### src/rtl/i2c_rate_pkg.sv
package i2c_rate_pkg;
  typedef enum logic [1:0] {
    SPD_STD   = 2'd0,
    SPD_FAST  = 2'd1,
    SPD_HIGH  = 2'd2,
    SPD_FPLUS = 2'd3
  } spd_mode_e;

  function automatic logic mode_is_fast(input logic [1:0] m);
    return (m == SPD_FAST) || (m == SPD_FPLUS);
  endfunction
endpackage

### src/rtl/i2c_phase_decode.sv
module i2c_phase_decode #(
  parameter int BAUD_W = 16,
  parameter int CNT_W  = BAUD_W + 2
) (
  input  logic [BAUD_W-1:0] baud,
  input  logic [1:0]        mode,
  output logic [CNT_W-1:0]  low_len,
  output logic [CNT_W-1:0]  high_len,
  output logic              nonzero
);
  import i2c_rate_pkg::*;

  always_comb begin
    high_len = CNT_W'(baud);
    if (mode_is_fast(mode)) low_len = CNT_W'(baud) << 1;
    else                    low_len = CNT_W'(baud);
    nonzero = (baud != '0);
  end
endmodule

### src/rtl/i2c_scl_timer.sv
module i2c_scl_timer #(
  parameter int CNT_W = 18
) (
  input  logic             clk,
  input  logic             rst,
  input  logic             enable,
  input  logic [CNT_W-1:0] low_len_in,
  input  logic [CNT_W-1:0] high_len_in,
  input  logic             nonzero_in,
  output logic             rise_tick,
  output logic             fall_tick,
  output logic             scl_q
);
  logic             running;
  logic             in_high;
  logic [CNT_W-1:0] cnt;
  logic [CNT_W-1:0] low_len;
  logic [CNT_W-1:0] high_len;
  logic [CNT_W-1:0] cur_last;

  assign cur_last = (in_high ? high_len : low_len) - CNT_W'(1);

  always_ff @(posedge clk) begin
    if (rst || !enable) begin
      running   <= 1'b0;
      in_high   <= 1'b0;
      cnt       <= '0;
      low_len   <= '0;
      high_len  <= '0;
      rise_tick <= 1'b0;
      fall_tick <= 1'b0;
      scl_q     <= 1'b1;
    end else begin
      rise_tick <= 1'b0;
      fall_tick <= 1'b0;
      if (!running) begin
        low_len  <= low_len_in;
        high_len <= high_len_in;
        cnt      <= '0;
        in_high  <= 1'b0;
        running  <= nonzero_in;
        scl_q    <= !nonzero_in;
      end else if (cnt == cur_last) begin
        cnt <= '0;
        if (!in_high) begin
          in_high   <= 1'b1;
          scl_q     <= 1'b1;
          rise_tick <= 1'b1;
        end else begin
          in_high   <= 1'b0;
          scl_q     <= 1'b0;
          fall_tick <= 1'b1;
          low_len   <= low_len_in;
          high_len  <= high_len_in;
          running   <= nonzero_in;
        end
      end else begin
        cnt <= cnt + CNT_W'(1);
      end
    end
  end
endmodule

### src/rtl/i2c_setup_timer.sv
module i2c_setup_timer #(
  parameter int SETUP_W = 16
) (
  input  logic               clk,
  input  logic               rst,
  input  logic               enable,
  input  logic               release_in,
  input  logic [SETUP_W-1:0] count_in,
  output logic               done
);
  logic               busy;
  logic [SETUP_W-1:0] remain;

  always_ff @(posedge clk) begin
    if (rst || !enable) begin
      busy   <= 1'b0;
      remain <= '0;
      done   <= 1'b0;
    end else begin
      done <= 1'b0;
      if (release_in) begin
        remain <= count_in;
        busy   <= 1'b1;
      end else if (busy) begin
        if (remain == '0) begin
          done <= 1'b1;
          busy <= 1'b0;
        end else begin
          remain <= remain - SETUP_W'(1);
        end
      end
    end
  end
endmodule

### src/rtl/i2c_rate_gen.sv
module i2c_rate_gen #(
  parameter int REG_W   = 32,
  parameter int BAUD_W  = 16,
  parameter int SETUP_W = 16
) (
  input  logic             clk,
  input  logic             rst,
  input  logic             enable,
  input  logic [1:0]       speed_mode,
  input  logic [REG_W-1:0] baud_word,
  input  logic [REG_W-1:0] setup_word,
  input  logic             stretch_release,
  output logic             scl_rise_tick,
  output logic             scl_fall_tick,
  output logic             scl_level,
  output logic             setup_done
);
  localparam int CNT_W     = BAUD_W + 2;
  localparam int SETUP_LSB = REG_W - SETUP_W;

  logic [CNT_W-1:0] low_len;
  logic [CNT_W-1:0] high_len;
  logic             baud_nz;
  logic             unused_fields;

  assign unused_fields = ^{baud_word[REG_W-1:BAUD_W], setup_word[SETUP_LSB-1:0]};

  i2c_phase_decode #(.BAUD_W(BAUD_W), .CNT_W(CNT_W)) u_decode (
    .baud     (baud_word[BAUD_W-1:0]),
    .mode     (speed_mode),
    .low_len  (low_len),
    .high_len (high_len),
    .nonzero  (baud_nz)
  );

  i2c_scl_timer #(.CNT_W(CNT_W)) u_scl (
    .clk         (clk),
    .rst         (rst),
    .enable      (enable),
    .low_len_in  (low_len),
    .high_len_in (high_len),
    .nonzero_in  (baud_nz),
    .rise_tick   (scl_rise_tick),
    .fall_tick   (scl_fall_tick),
    .scl_q       (scl_level)
  );

  i2c_setup_timer #(.SETUP_W(SETUP_W)) u_setup (
    .clk        (clk),
    .rst        (rst),
    .enable     (enable),
    .release_in (stretch_release),
    .count_in   (setup_word[REG_W-1:SETUP_LSB]),
    .done       (setup_done)
  );
endmodule

### config.mk
export PLATFORM = sky130hd
export DESIGN_NAME = i2c_rate_gen
export DESIGN_NICKNAME = d
export VERILOG_FILES = /design/src/rtl/i2c_rate_pkg.sv /design/src/rtl/i2c_phase_decode.sv /design/src/rtl/i2c_scl_timer.sv /design/src/rtl/i2c_setup_timer.sv /design/src/rtl/i2c_rate_gen.sv
export SDC_FILE = /design/constraint.sdc
export NUM_CORES = 1
export LEC_CHECK = 0
export BUFFER_PORTS_ARGS = -buffer_cell sky130_fd_sc_hd__buf_4
export CORE_MARGIN = 2
export CORE_UTILIZATION = 55
export CTS_BUF_LIST = sky130_fd_sc_hd__clkbuf_8 sky130_fd_sc_hd__clkbuf_16
export DETAILED_ROUTE_END_ITERATION = 12
export PLACE_DENSITY = 0.81
export RECOVER_POWER = 25
export SYNTH_ARGS = -nofsm -noshare
export SYNTH_HDL_FRONTEND = slang
export SYNTH_SLANG_ARGS = --single-unit
### constraint.sdc
create_clock -name clk -period 8.05 [get_ports clk]
set_input_delay 1.61 -clock clk [delete_from_list [all_inputs] [get_ports clk]]
set_output_delay 1.61 -clock clk [all_outputs]
set_load 0.01 [all_outputs]
# --- Yosys cells after proc, flatten, opt, wreduce, memory -nomap -nowiden ---
# Index checks and enable logic that the tools add are counted.
classes:
  mux: 22
  n_addsub: 3
  bitwise_logic: 3
  eq_ne: 6
  n_reduce_logical: 13
op_table:
  columns: ["cell", "count"]
  rows:
  - ["16-bit two-way mux", 6]
  - ["18-bit two-way mux", 4]
  - ["18-bit by 1-bit adder with 18-bit output, second input constant", 1]
  - ["18-bit equality test", 1]
  - ["18-bit by 1-bit subtractor with 18-bit output, second input constant", 1]
  - ["17-bit two-way mux", 1]
  - ["16-bit zero test", 1]
  - ["16-bit nonzero test", 1]
  - ["16-bit by 1-bit subtractor with 16-bit output, second input constant", 1]
  - ["1-bit two-way mux", 11]
  - ["3-bit OR reduction", 3]
  - ["2-bit inequality test, second input constant", 3]
  - ["2-bit AND reduction", 2]
  - ["1-bit inverter", 3]
  - ["2-bit by 1-bit equality test with 1-bit output, second input constant", 1]
  - ["2-bit equality test, second input constant", 1]
  - ["1-bit zero test", 2]
  - ["1-bit logical OR", 2]
  - ["2-bit nonzero test", 1]
  - ["2-bit OR reduction", 1]
word_totals:
  inputBits: 70
  wordCells: 58
  reg_bits: 75
  output_inout_bits: 4

# --- Logic depth before layout (Yosys ltp) ---
# Gate-level depths: netlist of the first run.
logic_depth:
  word_depth: 6
  mapped_depth: 15
  mapped_depth_nobuf: 9

# --- Hierarchy ---
# A second synthesis of the first run with hierarchy kept.
hier_totals:
  cells_unflattened: 560
  area_unflattened_um2: 4834.6
by_module_without_submodules:
  columns: ["module", "seq_area_each_um2", "instances", "cells_each", "area_per_inst_um2"]
  rows:
  - ["i2c_scl_timer", 1181.1, 1, 383, 3349.5]
  - ["i2c_setup_timer", 360.3, 1, 133, 1061.0]
  - ["i2c_phase_decode", 0.0, 1, 44, 424.2]

# --- Least setup slack after synthesis of the first run ---
# OpenSTA, ideal clock, no wires.
synth_path:
  kind: "register to register"
  from: "register u_scl.in_high"
  to: "register u_scl.running"
  path_slack_ns: 4.807
  stages_incl_launch_ff: 15
  setup_time_ns: 0.115
  arrival_ns: 3.128
  t_required_ns: 7.935
  cell_sequence: "dfxtp_1 > buf_6 > buf_6 > buf_2 > mux2i_1 > ha_1 > nor4b_2 > nor2_1 > or2_0 > o41a_1 > nor3_2 > a41oi_2 > buf_6 > buf_6 > o21a_1"
synth_between:
  elab_chain_cells: 5
synth_lines:
  columns: ["element", "line", "source"]
  rows:
  - ["start: declaration", "i2c_scl_timer.sv:15", "logic in_high;"]
  - ["start signal: assignment", "i2c_scl_timer.sv:26", "in_high <= 1'b0;"]
  - ["start signal: assignment", "i2c_scl_timer.sv:40", "in_high <= 1'b0;"]
  - ["start signal: assignment", "i2c_scl_timer.sv:46", "in_high <= 1'b1;"]
  - ["18-bit two-way mux", "i2c_scl_timer.sv:21", "assign cur_last = (in_high ? high_len : low_len) - CNT_W'(1);"]
  - ["18-bit by 1-bit subtractor with 18-bit output", "i2c_scl_timer.sv:21", null]
  - ["18-bit equality test", "i2c_scl_timer.sv:43", "end else if (cnt == cur_last) begin"]
  - ["1-bit two-way mux (*)", "i2c_scl_timer.sv:43", null]
  - ["1-bit two-way mux (*)", "i2c_scl_timer.sv:36", "if (!running) begin"]
  - ["end signal: assignment", "i2c_scl_timer.sv:41", "running <= nonzero_in;"]
  - ["end signal: assignment", "i2c_scl_timer.sv:55", "running <= nonzero_in;"]
  - ["end: declaration", "i2c_scl_timer.sv:14", "logic running;"]
# Mark *: on every way between the ends. The rest lies on a longest branch, timed or not.
# A chain may end at the register's enable or synchronous reset.

# --- Worst setup path in the final report of the first run ---
layout_path:
  from: "input rst"
  to: "register u_scl.scl_q"
layout_between:
  elab_chain_cells: 1
layout_lines:
  columns: ["element", "line", "source"]
  rows:
  - ["start: declaration", "i2c_rate_gen.sv:7", "input logic rst,"]
  - ["1-bit logical OR", "i2c_scl_timer.sv:24", "if (rst || !enable) begin"]
  - ["end signal: assignment", "i2c_scl_timer.sv:42", "scl_q <= !nonzero_in;"]
  - ["end: declaration", "i2c_scl_timer.sv:12", "output logic scl_q"]
# Every way passes these cells.

==> run metrics, run 1 <==
status finished with violations; violations in the final reports max-capacitance violations, max-slew violations; final setup TNS 0 ns; top-area cell type share of the netlist area 0.339; Antenna Nets Post-Route 0; clk_skew 0.0136 ns; WP data arrival 5.03 ns; Net Sw Power 217 uW; crit path capture type flop; crit-path cells clkbuf_4 -> nor2b_1 -> clkbuf_1 -> nand2_1 -> nor4_1 -> a311oi_1; storage element area 1480 um^2; Clk Latency, worst-skew pair 0.35 ns; Pint 643 uW; total global-route track usage 0.232; vias per std cell 5.66; crit-path max cell delay 2.13 ns; die area 8670 um^2; sequential share of power 0.454; Seq cells post-synth 74; Routed wire per std cell 14.8 um; hold_buf cts 0; TritonCTS clock tree done; Worst path slowest cell clkbuf_1; first-pass GRT wire length 16,200 um; layout cell share with drive strength beyond 1 0.154; Max Used Layer met4; max-capacitance violation count 1; cell total after placement 618; Area Overhead vs Synth 12.0%; max-slew violation count 81; TritonCTS buffer count 9; peak supply drop 0.112 mV; Synth area leaders dfxtp_1 (34%), mux2i_1 (12%), xnor2_1 (7.6%), nand2_1 (6.5%), mux2_2 (3.9%); WL met3 323 um; cell area after layout just under 5000 um^2; worst hold margin ~0.48 ns; Slew @ Worst Pin around 3.0 ns; Final Wtd Congestion a little under 0.9; vias in the first global route between 3,000 and 4,000; die width approximately 93 um; DR iter-0 viols 189; asr flop ratio synth 0; worst reg-to-reg path cell count 11; crit share post-route 0.613; DR pass1 iterations 4; WL final 9350 um; power per cell area between 150 and 200 nW/um^2; LEAKAGE 1.68 nW; Row Count 32; sequential fraction of the synthesis area 0.339; post-CTS sizing 0; clk slew on worst S/H paths 0.07 ns; placed inst area 4680 um^2; total grt overflow 0; combinational power share 0.153; syn avg cell area 8.77 um^2; Core Box Area just under 8000 um^2; sw frac 0.252; met1 WL 4210 um; PortBufs 40; Post-Synthesis Cells 498; final hold vios 0; Unique masters post-synth 66; total number of vias 3,591; CP Buf/Inv Count 2; Synth Warn # 0; H-Tree Depth 3; die height 93.1 um; CTS Buffer Depth 2; routed wl met2 4670 um; DRC viols 0; # fillers 660; Final Instance Count excl. Fillers 634; CP Max Fanout 80; hold path depth 2; Period minus WS final 4.93 ns; Initial Util 0.565; CP Launch Type primary input; kind of critical path primary input to flop; postcts setup bufs 0; largest net degree at the start of global routing 81; cell area after synthesis 4370 um^2; EDFF count, synth 0; number of cells on the critical path 6; final setup violation count 0; Final nets 600; FMAX 203 MHz; Tot Pwr 860 uW; antenna violations before repair 0; post-synth top area cell dfxtp_1; I/O pins 74; Root Buffer clkbuf_8; area of the multi-input gates 2710 um^2; Synth Net Count 571; CTS sink cnt 74; DP HPWL between 6000 and 7000 um; Hold WC Path Type flop to flop; RSZ-0062 raised after global routing no; ANT cells 0; worst relative slew slack -0.995; clock network fraction of total power 0.393; critical path's top delay family buffers and inverters; Post-synth top flop dfxtp_1; CP required a little over 8 ns
[metrics by stage]
step                      setup WS, ns   util
final                             3.12  0.633
after global routing              2.63  0.633
after CTS                         4.34  0.636
after detailed placement          4.36  0.606
after global placement            4.50  0.606
after floorplan                   4.81      -
[power by group through the flow]
| stage | Clock, mW | Sequential (mW) | Combinational, mW |
|---|---|---|---|
| 2_1_floorplan | 0 | 0.395 | 0.0964 |
| 3_3_place_gp | 0 | 0.397 | 0.125 |
| 3_5_place_dp | 0 | 0.398 | 0.130 |
| 4_1_cts | 0.344 | 0.390 | 0.131 |
| 5_1_grt | 0.362 | 0.392 | 0.145 |
| 6_report | 0.338 | 0.390 | 0.132 |
[worst paths after layout]
path                      start                 end  slack, ns
max                         rst         u_scl.scl_q       3.12
min          u_scl.high_len[14]  u_scl.high_len[14]       0.48
max reg2reg       u_scl.in_high       u_scl.running       4.35
min reg2reg  u_scl.high_len[14]  u_scl.high_len[14]       0.48
[cells in the mapped netlist (7+ instances only)]
cell,count
clkbuf_1,13
buf_6,7
nor4_1,11
nand2_1,76
inv_1,9
mux2i_1,51
nand3_1,16
a21oi_1,12
mux2_2,15
nor2_1,45
xor2_1,15
dfxtp_1,74
xnor2_1,38
o21ai_0,14
[layout make-up]
cell class / count / area share
Clock inverter: 7 / 0.0225
Tap cell: 102 / 0.0261
Multi-Input combinational cell: 389 / 0.553
Clock buffer: 9 / 0.0253
Inverter: 10 / 0.00767
Timing Repair Buffer: 43 / 0.0622
Sequential cell: 74 / 0.303
[worst reg2reg max path: stages (launching register included)]
cell and delay, ns:
dfxtp_2 0.31, buf_4 0.44, mux2i_1 0.40, ha_1 0.25
nor4b_2 0.25, nor2_1 0.17, or2_0 0.26, o41a_1 0.46
nor3_2 0.32, a41oi_4 0.15, buf_4 0.34, o21a_1 0.26
[registers in the layout, summed over array words and instances, names as in the netlist, 16 cells and up]
name            flops
u_scl.cnt          18
u_setup.remain     16
u_scl.high_len     16
u_scl.low_len      17
[cell usage in the layout, fill, tap and decap left out, drive strengths merged, types with 13 or more instances in the layout]
cell,Yosys,layout
nand2,76,76
nor4,13,13
clkbuf,13,15
buf,12,37
mux2,15,15
nand3,16,16
mux2i,52,52
nor2,45,45
o21ai,15,15
dfxtp,74,74
xnor2,38,38
xor2,15,15
[metal layers]
layer	global-route usage	vias up
met2	0.408	69
met5	0	-
met4	0.0821	0
met1	0.286	1688
li1	-	1820
met3	0.0387	14
[cell families (layout without fill, tap and decap cells)]
family,after synthesis,count (layout),synth area share
simple gates,203,203,0.238
mux,67,67,0.159
buf+inv,35,69,0.0441
flops,74,74,0.339
fa+ha+maj,3,3,0.00859
compound gates,63,63,0.105
xor+xnor,53,53,0.106
No activity file was read; power rests on OpenSTA's default activity.
==> run 2, diff against run 1 <==
clock period = 4.82 ns   (was 8.05 ns; I/O delays follow)
==> run 2 against run 1 <==
Clock-buffer cell count is 1 higher. Critical path type is now flop to flop. Sequential power increased by 67%. Worst setup slack got worse by 1.9 ns. Final area decreased by 0.26%. The run now ends clean. Clock power rose by 51%. Register-to-register slack lost 3.1 ns.
==> run metrics, run 2 (same netlist as run 1, synthesis figures left out) <==
Area Overhead vs Synth 11.7% (was 12.0%); I/O pins 74 (unchanged); post-CTS sizing 0 (unchanged); DP HPWL 6760 um (was 6710 um); max-capacitance violation count 0 (was 1); # fillers 649 (was 660); clock network fraction of total power 0.369 (was 0.393); clk slew on worst S/H paths 0.09 ns (was 0.07 ns); CTS sink cnt 74 (unchanged); CTS Buffer Depth 2 (unchanged); die height 93.1 um (unchanged); vias in the first global route 3,417 (was 3,556); DR pass1 iterations 5 (was 4); H-Tree Depth 3 (unchanged); Row Count 32 (unchanged); most frequent cells in the layout nand2_1 (76), dfxtp_1 (73), mux2i_1 (51), nor2_1 (45), buf_4 (39) (was nand2_1 (76), dfxtp_1 (73), mux2i_1 (51), nor2_1 (45), xnor2_1 (38)); top flop regs u_scl.cnt (18), u_scl.low_len (17) (unchanged); peak supply drop 0.182 mV (was 0.112 mV); total number of vias 3,596 (was 3,591); total global-route track usage 0.223 (was 0.232); pre-CTS setup slack 1.33 ns (was 4.36 ns); Clk Latency, worst-skew pair 0.36 ns (was 0.35 ns); ANT cells 0 (unchanged); vias per std cell 5.67 (was 5.66); Initial Util 0.565 (unchanged); FMAX 278 MHz; TritonCTS buffer count 9 (unchanged); power per cell area 283 nW/um^2 (was 176 nW/um^2); first-pass GRT wire length 15,500 um (was 16,200 um); most common cell after layout, fill and taps aside nand2_1 (unchanged); clk_skew 0.0131 ns (was 0.0136 ns); Routed wire per std cell 14.6 um (was 14.8 um); max-slew violation count 0 (was 81); PortBufs 40 (unchanged); largest net degree at the start of global routing 68 (was 81); Antenna Nets Post-Route 0 (unchanged); LEAKAGE 1.67 nW (was 1.68 nW); max FFs per register 18 (unchanged); Final nets 600 (unchanged); TritonCTS clock tree done (unchanged); kind of critical path flop to flop (was primary input to flop); Period minus WS final around 3.6 ns; CP required 5.10 ns (was 8.15 ns); postcts setup bufs 0 (unchanged); WL final 9240 um (was 9350 um); Hold WC Path Type flop to flop (unchanged); die width 93.1 um (unchanged); RSZ-0062 raised after global routing no (unchanged); final setup violation count 0 (unchanged); WP data arrival 3.87 ns (was 5.03 ns); final hold vios 0 (unchanged); total grt overflow 0 (unchanged); sw frac 0.281 (was 0.252); Core Box Area 7730 um^2 (unchanged); Tot Pwr 1.38 mW (was 860 uW); sequential share of power 0.472 (was 0.454); die area 8670 um^2 (unchanged); layout cell share with drive strength beyond 1 0.162 (was 0.154); Net Sw Power 388 uW (was 217 uW); crit path capture type flop (unchanged); crit share post-route 0.745; Slew @ Worst Pin 0.854 ns (was 2.99 ns); Root Buffer clkbuf_8 (unchanged); status finished, final reports clean (was finished with violations); DR iter-0 viols 181 (was 189); Pint 993 uW (was 643 uW); hold_buf cts 0 (unchanged); CP Max Fanout 34 (was 80); final worst slack 1.23 ns (was 3.12 ns); cell total after placement 618 (unchanged); combinational power share 0.159 (was 0.153); worst relative slew slack 0.425 (was -0.995); CP Launch Type flop (was primary input); final setup TNS 0 ns (unchanged); final core utilization 0.631 (was 0.633); DRC viols 0 (unchanged); Top reg by flops u_scl.cnt (unchanged); Final Instance Count excl. Fillers 634 (unchanged); Final Wtd Congestion 0.886 (was 0.879); antenna violations before repair 0 (unchanged)
## run 2: changes by cell type in the layout (fill, tap and decap cells not counted), sizes merged
| cell | previous run | this run |
|---|---|---|
| buf | 37 | 39 |
| clkbuf | 15 | 14 |
| clkinv | 2 | 3 |
| bufinv | 3 | 1 |
## run 2: metal layers
| metal | vias up | global-route usage | part of all wire |
|---|---|---|---|
| met2 | 77 | 0.376 | 0.49 |
| li1 | 1832 | - | - |
| met4 | 0 | 0.0760 | 0.016 |
| met3 | 17 | 0.0637 | 0.041 |
| met1 | 1670 | 0.273 | 0.45 |
| met5 | - | 0 | 0 |
## run 2: power groups by stage
stage          sequential [mW]  combinational [mW]  clock [mW]
6_report                 0.652               0.220       0.510
5_1_grt                  0.654               0.240       0.551
4_1_cts                  0.651               0.219       0.523
3_5_place_dp             0.665               0.217           0
3_3_place_gp             0.664               0.209           0
2_1_floorplan            0.660               0.161           0
## run 2: area by class of cell
cell class                      instances  area (um^2)  share of cell area
Timing Repair Buffer                   43          308              0.0631
Sequential cell                        74         1480               0.304
Clock buffer                           10          138              0.0282
Multi-Input combinational cell        389         2710               0.556
Tap cell                              102          128              0.0262
Inverter                               10         37.5             0.00769
Clock inverter                          6         72.6              0.0149
## run 2: through the flow
step	hold WS, ns	instance area (um^2)
6_report	0.484	4880
5_1_grt	0.500	4880
4_1_cts	0.484	4890
3_5_place_dp	0.473	4680
3_3_place_gp	0.458	4680
2_1_floorplan	0.441	4370
## run 2: worst paths after layout
kind              slack (ns)          start  cells past startpoint            endpoint
hold / removal          0.48   u_setup.busy                      2        u_setup.done
setup / recovery        1.23  u_scl.in_high                      9  u_scl.high_len[10]
setup reg to reg        1.23  u_scl.in_high                      9  u_scl.high_len[10]
hold reg to reg         0.48   u_setup.busy                      2        u_setup.done
## run 2: critical path: stages (launching register included)
cell,delay [ns]
dfxtp_2,0.60
buf_4,0.40
or3b_1,0.44
a222oi_1,0.46
nand3_1,0.18
xnor2_1,0.32
a211oi_2,0.11
a41oi_4,0.21
buf_4,0.50
mux2i_1,0.28
==> run 3, diff against run 2 <==
CORE_UTILIZATION = 51   (was 55)
PLACE_DENSITY = 0.79   (was 0.81)
clock period = 3.04 ns   (was 4.82 ns; I/O delays follow)
==> run 3 against run 2 <==
Die area rose by 7.5%. Sequential cell count is the same. Non-clock buffer count grew 9. Clock-buffer cell count shrank 1. Clock power up 69%. Worst setup slack got worse by 1.1 ns. Critical path type unchanged. Power grew 64%. Largest power group unchanged. Via count increased by 1.7%. Clock skew down 0.0010 ns. Highest routed layer unchanged. Maximum frequency is 24% higher. First-iteration DRC count is 12% lower. Sequential power rose by 58%.
==> run metrics, run 3 (same netlist as run 1, synthesis figures left out) <==
antenna violations before repair 0 (unchanged); max FFs per register 18 (unchanged); hold path depth 3 (was 2); DR iter-0 viols 160 (was 181); WL final 9540 um (was 9240 um); RR Endpoint u_scl.low_len[14] (was u_scl.high_len[10]); DR pass1 iterations 4 (was 5); worst hold margin 0.472 ns (was 0.484 ns); Min-Delay Endpoint u_setup.remain[14] (was u_setup.done); vias in the first global route 3,349 (was 3,417); Core Box Area 8260 um^2 (was 7730 um^2); Routed wire per std cell 14.8 um (was 14.6 um); hold_buf cts 0 (unchanged); CP Buf/Inv Count 3 (was 2); kind of critical path flop to flop (unchanged); total number of vias 3,658 (was 3,596); Row Count 33 (was 32); CTS Buffer Depth 2 (unchanged); Initial Util 0.529 (was 0.565); Antenna Nets Post-Route 0 (unchanged); TritonCTS clock tree done (unchanged); crit path capture type flop (unchanged); CP Max Fanout 27 (was 34); LEAKAGE 1.75 nW (was 1.67 nW); Hold WC Path Type primary input to flop (was flop to flop); Final Wtd Congestion 0.889 (was 0.886); total grt overflow 0 (unchanged); cell total after placement 628 (was 618); Final nets 609 (was 600); crit-path cells buf_12 -> or3b_1 -> a222oi_1 -> buf_4 -> a311oi_1 -> a31oi_1 -> a211oi_2 -> a41oi_4 -> clkbuf_16 -> mux2i_1 (was buf_4 -> or3b_1 -> a222oi_1 -> nand3_1 -> xnor2_1 -> a211oi_2 -> a41oi_4 -> buf_4 -> mux2i_1); Hold Crit Start setup_word[30] (was u_setup.busy); final hold vios 0 (unchanged); total global-route track usage 0.211 (was 0.223); ANT cells 0 (unchanged); crit share post-route 0.950 (was 0.745); max-capacitance violation count 0 (unchanged); I/O pins 74 (unchanged); largest net degree at the start of global routing 80 (was 68); first-pass GRT wire length 15,200 um (was 15,500 um); PortBufs 40 (unchanged); die area 9320 um^2 (was 8670 um^2); Worst path slowest cell dfxtp_4 (was dfxtp_2); critical path's top delay family compound AO/OA/AOI/OAI gates (was buffers and inverters); Root Buffer clkbuf_8 (unchanged); vias per std cell 5.66 (was 5.67); WP data arrival 3.18 ns (was 3.87 ns); top flop regs u_scl.cnt (18), u_scl.low_len (17) (unchanged); worst reg2reg setup slack 0.15 ns (was 1.23 ns); Slew @ Worst Pin 0.687 ns (was 0.854 ns); power per cell area 449 nW/um^2 (was 283 nW/um^2); Final Instance Count excl. Fillers 646 (was 634); worst relative slew slack 0.542 (was 0.425); CP required 3.33 ns (was 5.10 ns); FMAX 346 MHz (was 278 MHz); DRC viols 0 (unchanged); Top reg by flops u_scl.cnt (unchanged); CP Launch Type flop (unchanged); Area Overhead vs Synth 15.6% (was 11.7%); # fillers 692 (was 649); clk slew on worst S/H paths 0.09 ns (about the same); TritonCTS buffer count 9 (unchanged); most frequent cells in the layout nand2_1 (76), dfxtp_1 (73), mux2i_1 (50), nor2_1 (45), buf_4 (42) (was nand2_1 (76), dfxtp_1 (73), mux2i_1 (51), nor2_1 (45), buf_4 (39)); clk_skew 0.0121 ns (was 0.0131 ns); FF-to-FF Start u_scl.in_high (unchanged); die height 96.5 um (was 93.1 um); layout cell share with drive strength beyond 1 0.179 (was 0.162); H-Tree Depth 3 (unchanged); die width 96.5 um (was 93.1 um); DP HPWL 6960 um (was 6760 um); Period minus WS final 2.89 ns (was 3.59 ns); crit-path max cell delay 0.41 ns (was 0.60 ns); final setup violation count 0 (unchanged); worst reg-to-reg path cell count 10 (was 9); peak supply drop 0.335 mV (was 0.182 mV); CTS sink cnt 74 (unchanged); most common cell after layout, fill and taps aside nand2_1 (unchanged); max-slew violation count 0 (unchanged); status finished, final reports clean (unchanged); Clk Latency, worst-skew pair 0.36 ns (about the same)
[run 3: timing repair]
item,in CTS,in global routing
gates resized for setup,0,4
endpoints found under the setup margin,0,34
setup buffers,0,1
[run 3: report_power, final]
group | switching (mW) | internal, mW
Sequential | 0.0338 | 0.999
Combinational | 0.193 | 0.180
Clock | 0.393 | 0.467
Total | 0.619 | 1.65
[run 3: through the flow]
stage / instance area, um^2 / utilization / total power, mW / worst slack, ns / setup TNS, ns
floorplan: 4390 / - / 1.30 / 0.0330 / 0
global placement: 4790 / 0.580 / 1.40 / 0.205 / 0
detailed placement: 4790 / 0.580 / 1.41 / 0.129 / 0
CTS: 5020 / 0.608 / 2.27 / 0.114 / 0
global route: 5050 / 0.612 / 2.36 / -0.0000724 / -0.0000724
finish: 5050 / 0.612 / 2.27 / 0.152 / 0
[run 3: final cells by class]
type | count | area, um^2 | area share
repair buffers | 52 | 423 | 0.0837
clock inverters | 7 | 101 | 0.0201
inverters | 10 | 37.5 | 0.00743
clock buffers | 9 | 124 | 0.0245
flip-flops and latches | 74 | 1490 | 0.294
multi-input cells | 389 | 2750 | 0.544
well taps | 105 | 131 | 0.0260
[run 3: worst max-delay path by stage]
| stage | endpoint | cells after the start | from | slack, ns |
|---|---|---|---|---|
| 2_1_floorplan | u_scl.running | 15 | u_scl.in_high | 0.03 |
| 3_3_place_gp | u_scl.scl_q | 8 | u_scl.in_high | 0.21 |
| 3_5_place_dp | u_scl.low_len[11] | 10 | u_scl.in_high | 0.13 |
| 4_1_cts | u_scl.low_len[12] | 10 | u_scl.in_high | 0.11 |
| 5_1_grt | u_scl.low_len[9] | 10 | u_scl.in_high | -0.00007 |
| 6_report | u_scl.low_len[14] | 10 | u_scl.in_high | 0.15 |
[run 3: worst min-delay path, delay by kind of cell]
family / cells / cell delay [ns]
AND/OR/NAND/NOR: 1 / 0.07
multiplexers: 1 / 0.05
buffers and inverters: 1 / 0.07
[run 3: metal layers]
layer | vias to the layer above | wire length [um] | global-route usage
li1 | 1845 | - | -
met1 | 1710 | 4280 | 0.263
met2 | 85 | 4650 | 0.351
met3 | 18 | 430 | 0.0489
met4 | 0 | 180 | 0.0880
met5 | - | 0 | 0
